===== src/rtl/gcal_pkg.sv =====
package gcal_pkg;
  typedef enum logic [1:0] {
    DEC_NONE  = 2'd0,
    DEC_LOWER = 2'd1,
    DEC_HOLD  = 2'd2
  } gcal_dec_e;
endpackage


===== src/rtl/gcal_diff.sv =====
module gcal_diff #(
  parameter int CNT_W = 7
) (
  input  logic [CNT_W-1:0] ref_i,
  input  logic [CNT_W-1:0] amp_i,
  output logic [CNT_W-1:0] diff_o
);
  // wraps modulo 2**CNT_W by width
  assign diff_o = ref_i - amp_i;
endmodule


===== src/rtl/gcal_window.sv =====
module gcal_window #(
  parameter int WIN_W = 8
) (
  input  logic             clk_i,
  input  logic             rst_ni,
  input  logic             clear_i,
  input  logic             adv_i,
  input  logic [WIN_W-1:0] len_i,
  output logic             first_o,
  output logic             last_o
);
  logic [WIN_W-1:0] cnt_q;
  logic [WIN_W-1:0] end_idx;

  assign end_idx = (len_i == '0) ? '0 : len_i - WIN_W'(1);
  assign first_o = (cnt_q == '0);
  assign last_o  = (cnt_q >= end_idx);

  always_ff @(posedge clk_i or negedge rst_ni) begin
    if (!rst_ni)       cnt_q <= '0;
    else if (clear_i)  cnt_q <= '0;
    else if (adv_i)    cnt_q <= last_o ? '0 : cnt_q + WIN_W'(1);
  end
endmodule


===== src/rtl/gcal_swing.sv =====
module gcal_swing #(
  parameter int CNT_W = 7
) (
  input  logic             clk_i,
  input  logic             rst_ni,
  input  logic             vld_i,
  input  logic             first_i,
  input  logic [CNT_W-1:0] smp_i,
  output logic [CNT_W-1:0] swing_o
);
  logic [CNT_W-1:0] min_q, max_q, min_d, max_d;

  always_comb begin
    if (first_i) begin
      min_d = smp_i;
      max_d = smp_i;
    end else begin
      min_d = (smp_i < min_q) ? smp_i : min_q;
      max_d = (smp_i > max_q) ? smp_i : max_q;
    end
  end

  // swing including the current sample
  assign swing_o = max_d - min_d;

  always_ff @(posedge clk_i or negedge rst_ni) begin
    if (!rst_ni) begin
      min_q <= '0;
      max_q <= '0;
    end else if (vld_i) begin
      min_q <= min_d;
      max_q <= max_d;
    end
  end
endmodule


===== src/rtl/gcal_therm.sv =====
module gcal_therm
  import gcal_pkg::*;
#(
  parameter int THERM_W = 16
) (
  input  logic               clk_i,
  input  logic               rst_ni,
  input  logic               restart_i,
  input  gcal_dec_e          dec_i,
  output logic [THERM_W-1:0] code_o,
  output logic               done_o
);
  logic [THERM_W-1:0] code_q, lowered;

  // shift down one step: bit i takes bit i+1, top bit empties
  for (genvar i = 0; i < THERM_W; i++) begin : g_step
    if (i == THERM_W - 1) begin : g_top
      assign lowered[i] = 1'b0;
    end else begin : g_mid
      assign lowered[i] = code_q[i+1];
    end
  end

  always_ff @(posedge clk_i or negedge rst_ni) begin
    if (!rst_ni) begin
      code_q <= '1;
      done_o <= 1'b0;
    end else if (restart_i) begin
      code_q <= '1;
      done_o <= 1'b0;
    end else if (!done_o) begin
      case (dec_i)
        DEC_LOWER: begin
          code_q <= lowered;
          done_o <= (lowered == '0);
        end
        DEC_HOLD: done_o <= 1'b1;
        default: ;
      endcase
    end
  end

  assign code_o = code_q;
endmodule


===== src/rtl/gain_trim_cal.sv =====
module gain_trim_cal
  import gcal_pkg::*;
#(
  parameter int THERM_W = 16,
  parameter int CNT_W   = 7,
  parameter int WIN_W   = 8
) (
  input  logic               clk_i,
  input  logic               rst_ni,
  input  logic               restart_i,
  input  logic               smp_vld_i,
  input  logic [CNT_W-1:0]   cnt_ref_i,
  input  logic [CNT_W-1:0]   cnt_amp_i,
  input  logic [WIN_W-1:0]   win_len_i,
  input  logic [CNT_W-1:0]   swing_lim_i,
  output logic [THERM_W-1:0] therm_o,
  output logic               done_o
);
  logic             active, win_first, win_last;
  logic [CNT_W-1:0] diff, swing;
  gcal_dec_e        dec;

  assign active = smp_vld_i & ~done_o & ~restart_i;

  gcal_diff #(.CNT_W(CNT_W)) u_diff (
    .ref_i  (cnt_ref_i),
    .amp_i  (cnt_amp_i),
    .diff_o (diff)
  );

  gcal_window #(.WIN_W(WIN_W)) u_win (
    .clk_i   (clk_i),
    .rst_ni  (rst_ni),
    .clear_i (restart_i),
    .adv_i   (active),
    .len_i   (win_len_i),
    .first_o (win_first),
    .last_o  (win_last)
  );

  gcal_swing #(.CNT_W(CNT_W)) u_swing (
    .clk_i   (clk_i),
    .rst_ni  (rst_ni),
    .vld_i   (active),
    .first_i (win_first),
    .smp_i   (diff),
    .swing_o (swing)
  );

  always_comb begin
    dec = DEC_NONE;
    if (active && win_last) dec = (swing > swing_lim_i) ? DEC_LOWER : DEC_HOLD;
  end

  gcal_therm #(.THERM_W(THERM_W)) u_therm (
    .clk_i     (clk_i),
    .rst_ni    (rst_ni),
    .restart_i (restart_i),
    .dec_i     (dec),
    .code_o    (therm_o),
    .done_o    (done_o)
  );
endmodule


===== config.mk =====
export PLATFORM = sky130hd
export DESIGN_NAME = gain_trim_cal
export DESIGN_NICKNAME = d
export VERILOG_FILES = /design/src/rtl/gcal_pkg.sv /design/src/rtl/gcal_diff.sv /design/src/rtl/gcal_window.sv /design/src/rtl/gcal_swing.sv /design/src/rtl/gcal_therm.sv /design/src/rtl/gain_trim_cal.sv
export SDC_FILE = /design/constraint.sdc
export NUM_CORES = 1
export LEC_CHECK = 0
export CELL_PAD_IN_SITES_DETAIL_PLACEMENT = 1
export CELL_PAD_IN_SITES_GLOBAL_PLACEMENT = 2
export CORE_UTILIZATION = 30
export CTS_CLUSTER_SIZE = 20
export DETAILED_ROUTE_END_ITERATION = 8
export PLACE_DENSITY = 0.84
export SYNTH_ARGS = -nofsm -noshare
export SYNTH_HDL_FRONTEND = slang
export SYNTH_SLANG_ARGS = --single-unit

===== constraint.sdc =====
create_clock -name clk_i -period 5.2 [get_ports clk_i]
set_clock_uncertainty 0.2 [all_clocks]
set_input_delay 1.04 -clock clk_i [delete_from_list [all_inputs] [get_ports clk_i]]
set_output_delay 1.04 -clock clk_i [all_outputs]
set_load 0.005 [all_outputs]

Word-level counts from Yosys, hierarchy flattened
Cells that the tools add are included.
W data, S select, Z words.
- input bits: 33
- word-level logic and storage cells: 43
- register bits: 39
- output and inout port bits: 17
- equality and inequality tests: 3
- magnitude comparators: 4
- bitwise logic cells: 4
- add/subtract/negate cells: 4
- muxes and demuxes: 16
- reductions and logical operators: 7
- operator list (kind ; count):
    $mux W16 ; 3
    $mux W8 ; 4
    $mux W7 ; 4
    $logic_not A16 Y1 ; 1
    $logic_not A8 Y1 ; 2
    $gt A7 B7 Y1 ; 2
    $sub A7 B7 Y7 ; 2
    $add A8 B1 Y8 const B ; 1
    $ge A8 B8 Y1 ; 1
    $sub A8 B1 Y8 const B ; 1
    $lt A7 B7 Y1 ; 1
    $mux W2 ; 2
    $reduce_bool A2 Y1 ; 2
    $and A1 B1 Y1 ; 2
    $eq A2 B1 Y1 const B ; 1
    $eq A2 B2 Y1 const B ; 1
    $mux W1 ; 2
    $ne A2 B2 Y1 const B ; 1
    $not A1 Y1 ; 2
    $pmux W1 S2 ; 1
    $reduce_and A2 Y1 ; 1
    $logic_and A1 B1 Y1 ; 1

Logic depth before layout (Yosys ltp)
- depth after elaboration: 12
- depth in mapped cells: 33
- depth with buffers taken out: 31

Cells and area by module
A second synthesis with hierarchy kept.
- cells, all modules: 371
- area, all modules: 3485.8 um^2
- modules (own cells, without submodules) (module ; instances ; area each (um^2) ; sequential area each (um^2) ; cells each):
    gcal_swing ; 1 ; 1295.0 ; 350.3 ; 125
    gcal_window ; 1 ; 835.8 ; 200.2 ; 96
    gcal_therm ; 1 ; 834.6 ; 445.4 ; 81
    gcal_diff ; 1 ; 286.5 ; 0.0 ; 38
    gain_trim_cal ; 1 ; 234.0 ; 0.0 ; 31

Least setup slack after synthesis
OpenSTA, ideal clock, no wires.
- path type: in2reg
- start: input port cnt_ref_i[0]
- end: register u_therm.code_q[10] (netlist: u_therm.code_o[10])
- path buffers: 3
- data arrival time: 6.752 ns
- setup time: 0.075 ns
- slack: -1.827 ns
- stages on the path: 32
- required time: 4.925 ns
- cell sequence: inv_1 -> ha_1 -> inv_1 -> fa_1 -> a211oi_2 -> o21bai_2 -> a21oi_4 -> xnor2_1 -> inv_1 -> ha_1 -> nand4_1 -> a21oi_1 -> a2111oi_2 -> nor2_1 -> clkbuf_1 -> a21o_1 -> ha_1 -> nor2b_1 -> o21ai_0 -> nand2b_1 -> a21o_1 -> a21oi_1 -> xnor2_1 -> ha_1 -> a21o_1 -> a21o_1 -> mux2_2 -> o31ai_1 -> nand3b_1 -> buf_2 -> buf_2 -> mux2i_1
- longest elaborated chain between the ends: 11
- elaborated cells between the ends (all ways): 14
- classes of those cells: add/sub: 2; order compare: 3; eq/ne: 1; mux: 6; reduce/logical: 2
- RTL lines (item ; line ; text):
    from (decl) ; gain_trim_cal.sv:12 ; input logic [CNT_W-1:0] cnt_ref_i,
    $sub A7 B7 Y7 (*) ; gcal_diff.sv:9 ; assign diff_o = ref_i - amp_i;
    $gt A7 B7 Y1 ; gcal_swing.sv:19 ; max_d = (smp_i > max_q) ? smp_i : max_q;
    $mux W7 ; gcal_swing.sv:19 ;
    $mux W7 (*) ; gcal_swing.sv:14 ; if (first_i) begin
    net u_swing.max_d[1] ; gcal_swing.sv:11 ; logic [CNT_W-1:0] min_q, max_q, min_d, max_d;
    $sub A7 B7 Y7 (*) ; gcal_swing.sv:24 ; assign swing_o = max_d - min_d;
    $gt A7 B7 Y1 (*) ; gain_trim_cal.sv:52 ; if (active && win_last) dec = (swing > swing_lim_i) ? DEC_LOWER : DEC_HOLD;
    $mux W2 (*) (2 in series) ; gain_trim_cal.sv:52 ;
    $eq A2 B1 Y1 (*) ; gcal_therm.sv:32 ; case (dec_i)
    $reduce_bool A2 Y1 (no source line) (*) ; -- ;
    $reduce_and A2 Y1 (no source line) (*) ; -- ;
    to (signal assigned) ; gcal_therm.sv:34 ; code_q <= lowered;
    to (decl) ; gcal_therm.sv:13 ; logic [THERM_W-1:0] code_q, lowered;
Mark *: on every way through the listed nets, which the timed path passes. The rest lies on a longest branch.
A chain may end at the register's enable or synchronous reset.

Worst setup path after layout
- start: input port cnt_ref_i[0]
- end: register u_therm.code_q[3] (netlist: u_therm.code_o[3])
Same word-level chain as after synthesis.

==> results_dict.tcl <==
set metrics [dict create \
    tightest_slew_ns 0.895 \
    path_clk_slew_ns 0.07 \
    status "complete, but fails checks" \
    internal_power_w 0.00121 \
    cts_max_level 2 \
    vias_per_cell 4.87 \
    power_leakage_nw 2.19 \
    crit_required_ns 5.22 \
    peakVddDrop_mv 0.199 \
    power_frac_clock 0.126 \
    drtIter0Drc 53 \
    layout-drive-gt1-share 0.275 \
    p_per_area_nw_per_um2 431 \
    grt.overflow.total 0 \
    rows 37 \
    syn_avg_cell_area_sq_um 9.15 \
    layout_common_cells "clkdlybuf4s50_1, buf_4, ha_1" \
    drtPass1Iterations 4 \
    comb_power_share 0.670 \
    critPathMaxFanout 8 \
    path_buf_inv 10 \
    die_h_microns 105 \
    cts_buffers 5 \
    port-buffer-count 49 \
    syn_nets 428 \
    min_path_type "flip-flop to flip-flop" \
    ys_seq_area_frac 0.311 \
    clkLatencyLatePin_ns 0.29 \
    placed_area_sq_um 4180 \
    period_share 1.23 \
    max_slew_margin 0.400 \
    synth_top_area_frac 0.180 \
    drc_errors 0 \
    core_area_sq_um 10300 \
    fin_util 0.438 \
    cts.root.buffer_cell "clkbuf_8" \
    start_util 0.310 \
    arrival_ns 6.40 \
    ys.flop_type "dfrtp_1" \
    switchingPower_w 0.000737 \
    violations "negative setup slack" \
    area_growth_pct 41.2 \
    async_flop_share 1.00 \
    syn-cell-area_sq_um 3200 \
    clock_sinks 39 \
    gr-usage-all-layers 0.162 \
    num_vias 2825 \
    dp_hpwl_mm 6.68 \
    max_freq_mhz 157 \
    antenna_left 0 \
    critical_path.max_stage_delay_ns 0.39 \
    worstSetupPathType "primary input to flip-flop" \
    synth-edff-count 0 \
    netlist_instances 350 \
    cts_hold_buf 0 \
    setup_viol 17 \
    rsz0062_at_grt "yes" \
    grt_pass1_wl_mm 14.4 \
    worst_slack_ns -1.18 \
    cts_buffer_depth 2 \
    switching_share 0.379 \
    grt_pass1_vias 3003 \
    ios 50 \
    num-nets-final 521 \
    hold_violations 0 \
    cpMaxStageDelayCell "fa_2" \
    critPathMostFrequentCell "buf_4" \
    p_seq_frac 0.205 \
    die_area_sq_um 11100 \
    period_minus_slack_ns 6.38 \
    maxCapViolCount 0 \
    die_w_microns 105 \
    critical_path.top_delay_family "compound AO/OA/AOI/OAI gates" \
    grt_max_degree 40 \
    endpoint_kind "flip-flop" \
    routabilityCongestion 0.829 \
    antenna_found_initial 0 \
    maxSlewViolCount 0 \
    postLayoutCellArea_sq_um 4520 \
    synthTopCellsByArea "dfrtp_1, ha_1, dfstp_2, mux2i_1, inv_1" \
    n_antenna_cell 0 \
    routed_wirelength_mm 8.70 \
    synth_cell_types 48 \
    routedWlPerCell_microns 15.0 \
    synth_top_cell_by_area "dfrtp_1" \
    cts_tree "yes" \
    ys.warnings.count 0 \
    cp-start-kind "primary input" \
    ys_ff_latch 39 \
]
[worst register-to-register path: stages, from the launching register on]
cell       delay (ns)
dfrtp_1          0.40
inv_1            0.17
ha_4             0.24
buf_4            0.13
a2111oi_4        0.38
nor2_2           0.11
buf_4            0.15
buf_4            0.13
nand2_1          0.05
o21ai_0          0.08
ha_1             0.34
nor2b_4          0.13
o21ai_1          0.12
nand2b_1         0.09
buf_4            0.14
buf_4            0.12
xor2_1           0.14
ha_1             0.19
a21o_1           0.15
a21o_1           0.20
mux2_4           0.28
o31ai_4          0.07
nand3b_1         0.26
clkbuf_16        0.21
mux2i_2          0.20
[cells by family (layout without fill, tap and decap cells)]
| family | count (synthesis) | in the layout | synth area share |
|---|---|---|---|
| simple gates | 104 | 104 | 0.159 |
| xor+xnor | 16 | 16 | 0.0438 |
| fa+ha+maj | 45 | 45 | 0.180 |
| mux | 33 | 33 | 0.107 |
| buf+inv | 47 | 141 | 0.0582 |
| compound gates | 66 | 66 | 0.140 |
| flops | 39 | 39 | 0.311 |
[sequential cells by signal (all words and copies together) (netlist names)]
name            flops
u_swing.max_q       7
u_swing.min_q       7
u_therm.code_o     16
u_therm.done_o      1
u_win.cnt_q         8
[cell type report]
cell class	count	area (sq um)
clock buffer	5	68.8
clock inverter	3	38.8
fill	1194	5800
inverter	39	161
multi-input combinational	264	2240
sequential	39	996
tap	136	170
timing repair buffer	94	852
[through the flow]
stage | hold WS, ns | TNS (ns) | power, W | instances | setup slack (ns)
2_1_floorplan | 0.269 | -17.43 | 0.00113 | 350 | -1.10
3_3_place_gp | 0.275 | -29.33 | 0.00145 | 560 | -1.76
3_5_place_dp | 0.286 | -31.74 | 0.00150 | 560 | -1.91
4_1_cts | 0.297 | -19.81 | 0.00189 | 577 | -1.21
5_1_grt | 0.315 | -25.16 | 0.00212 | 580 | -1.51
6_report | 0.294 | -19.48 | 0.00195 | 580 | -1.18
[Yosys cell counts (all sizes together) (4+ instances only)]
cell type  count
ha            43
inv           39
nor2          30
nand2         29
dfrtp         23
mux2i         23
o21ai         17
a21oi         16
dfstp         16
a21o          12
mux2          10
xnor2          9
nand3          8
nand2b         7
xor2           7
clkbuf         5
nor4           5
o21bai         5
nor2b          4
o21a           4
[power groups by stage]
stage / logic (W) / clock network (W) / registers, W
after global routing: 0.00145 / 0.000263 / 0.000407
final: 0.00130 / 0.000245 / 0.000399
after CTS: 0.00123 / 0.000255 / 0.000397
after detailed placement: 0.00109 / 0 / 0.000402
after global placement: 0.00105 / 0 / 0.000398
after floorplan: 0.000741 / 0 / 0.000385
[path summary, 6_finish.rpt]
check / start / end / slack [ns] / depth (start not counted)
worst max-delay path: cnt_ref_i[0] / u_therm.code_o[3] / -1.18 / 33
worst min-delay path: u_therm.code_o[15] / u_therm.code_o[14] / 0.29 / 2
worst max register to register: u_swing.max_q[6] / u_therm.code_o[3] / 0.47 / 24
worst min register to register: u_therm.code_o[15] / u_therm.code_o[14] / 0.29 / 2
max in group asynchronous: rst_ni / u_swing.max_q[3] / 3.61 / 1
min in group asynchronous: rst_ni / u_win.cnt_q[1] / 0.64 / 1
[metal layers]
metal  GRT usage  wire (microns)
met1       0.210            3980
met2       0.282            4370
met3      0.0229             253
met4      0.0392              93
met5           0               0
[what timing repair did]
| item | CTS | global route |
|---|---|---|
| cloned | 1 | 0 |
| endpoints found under the setup margin | 17 | 17 |
| pin swaps | 21 | 3 |
| setup buffers | 8 | 4 |
| gates resized for setup | 33 | 12 |
Note: power is estimated with default switching activity, not from simulation.
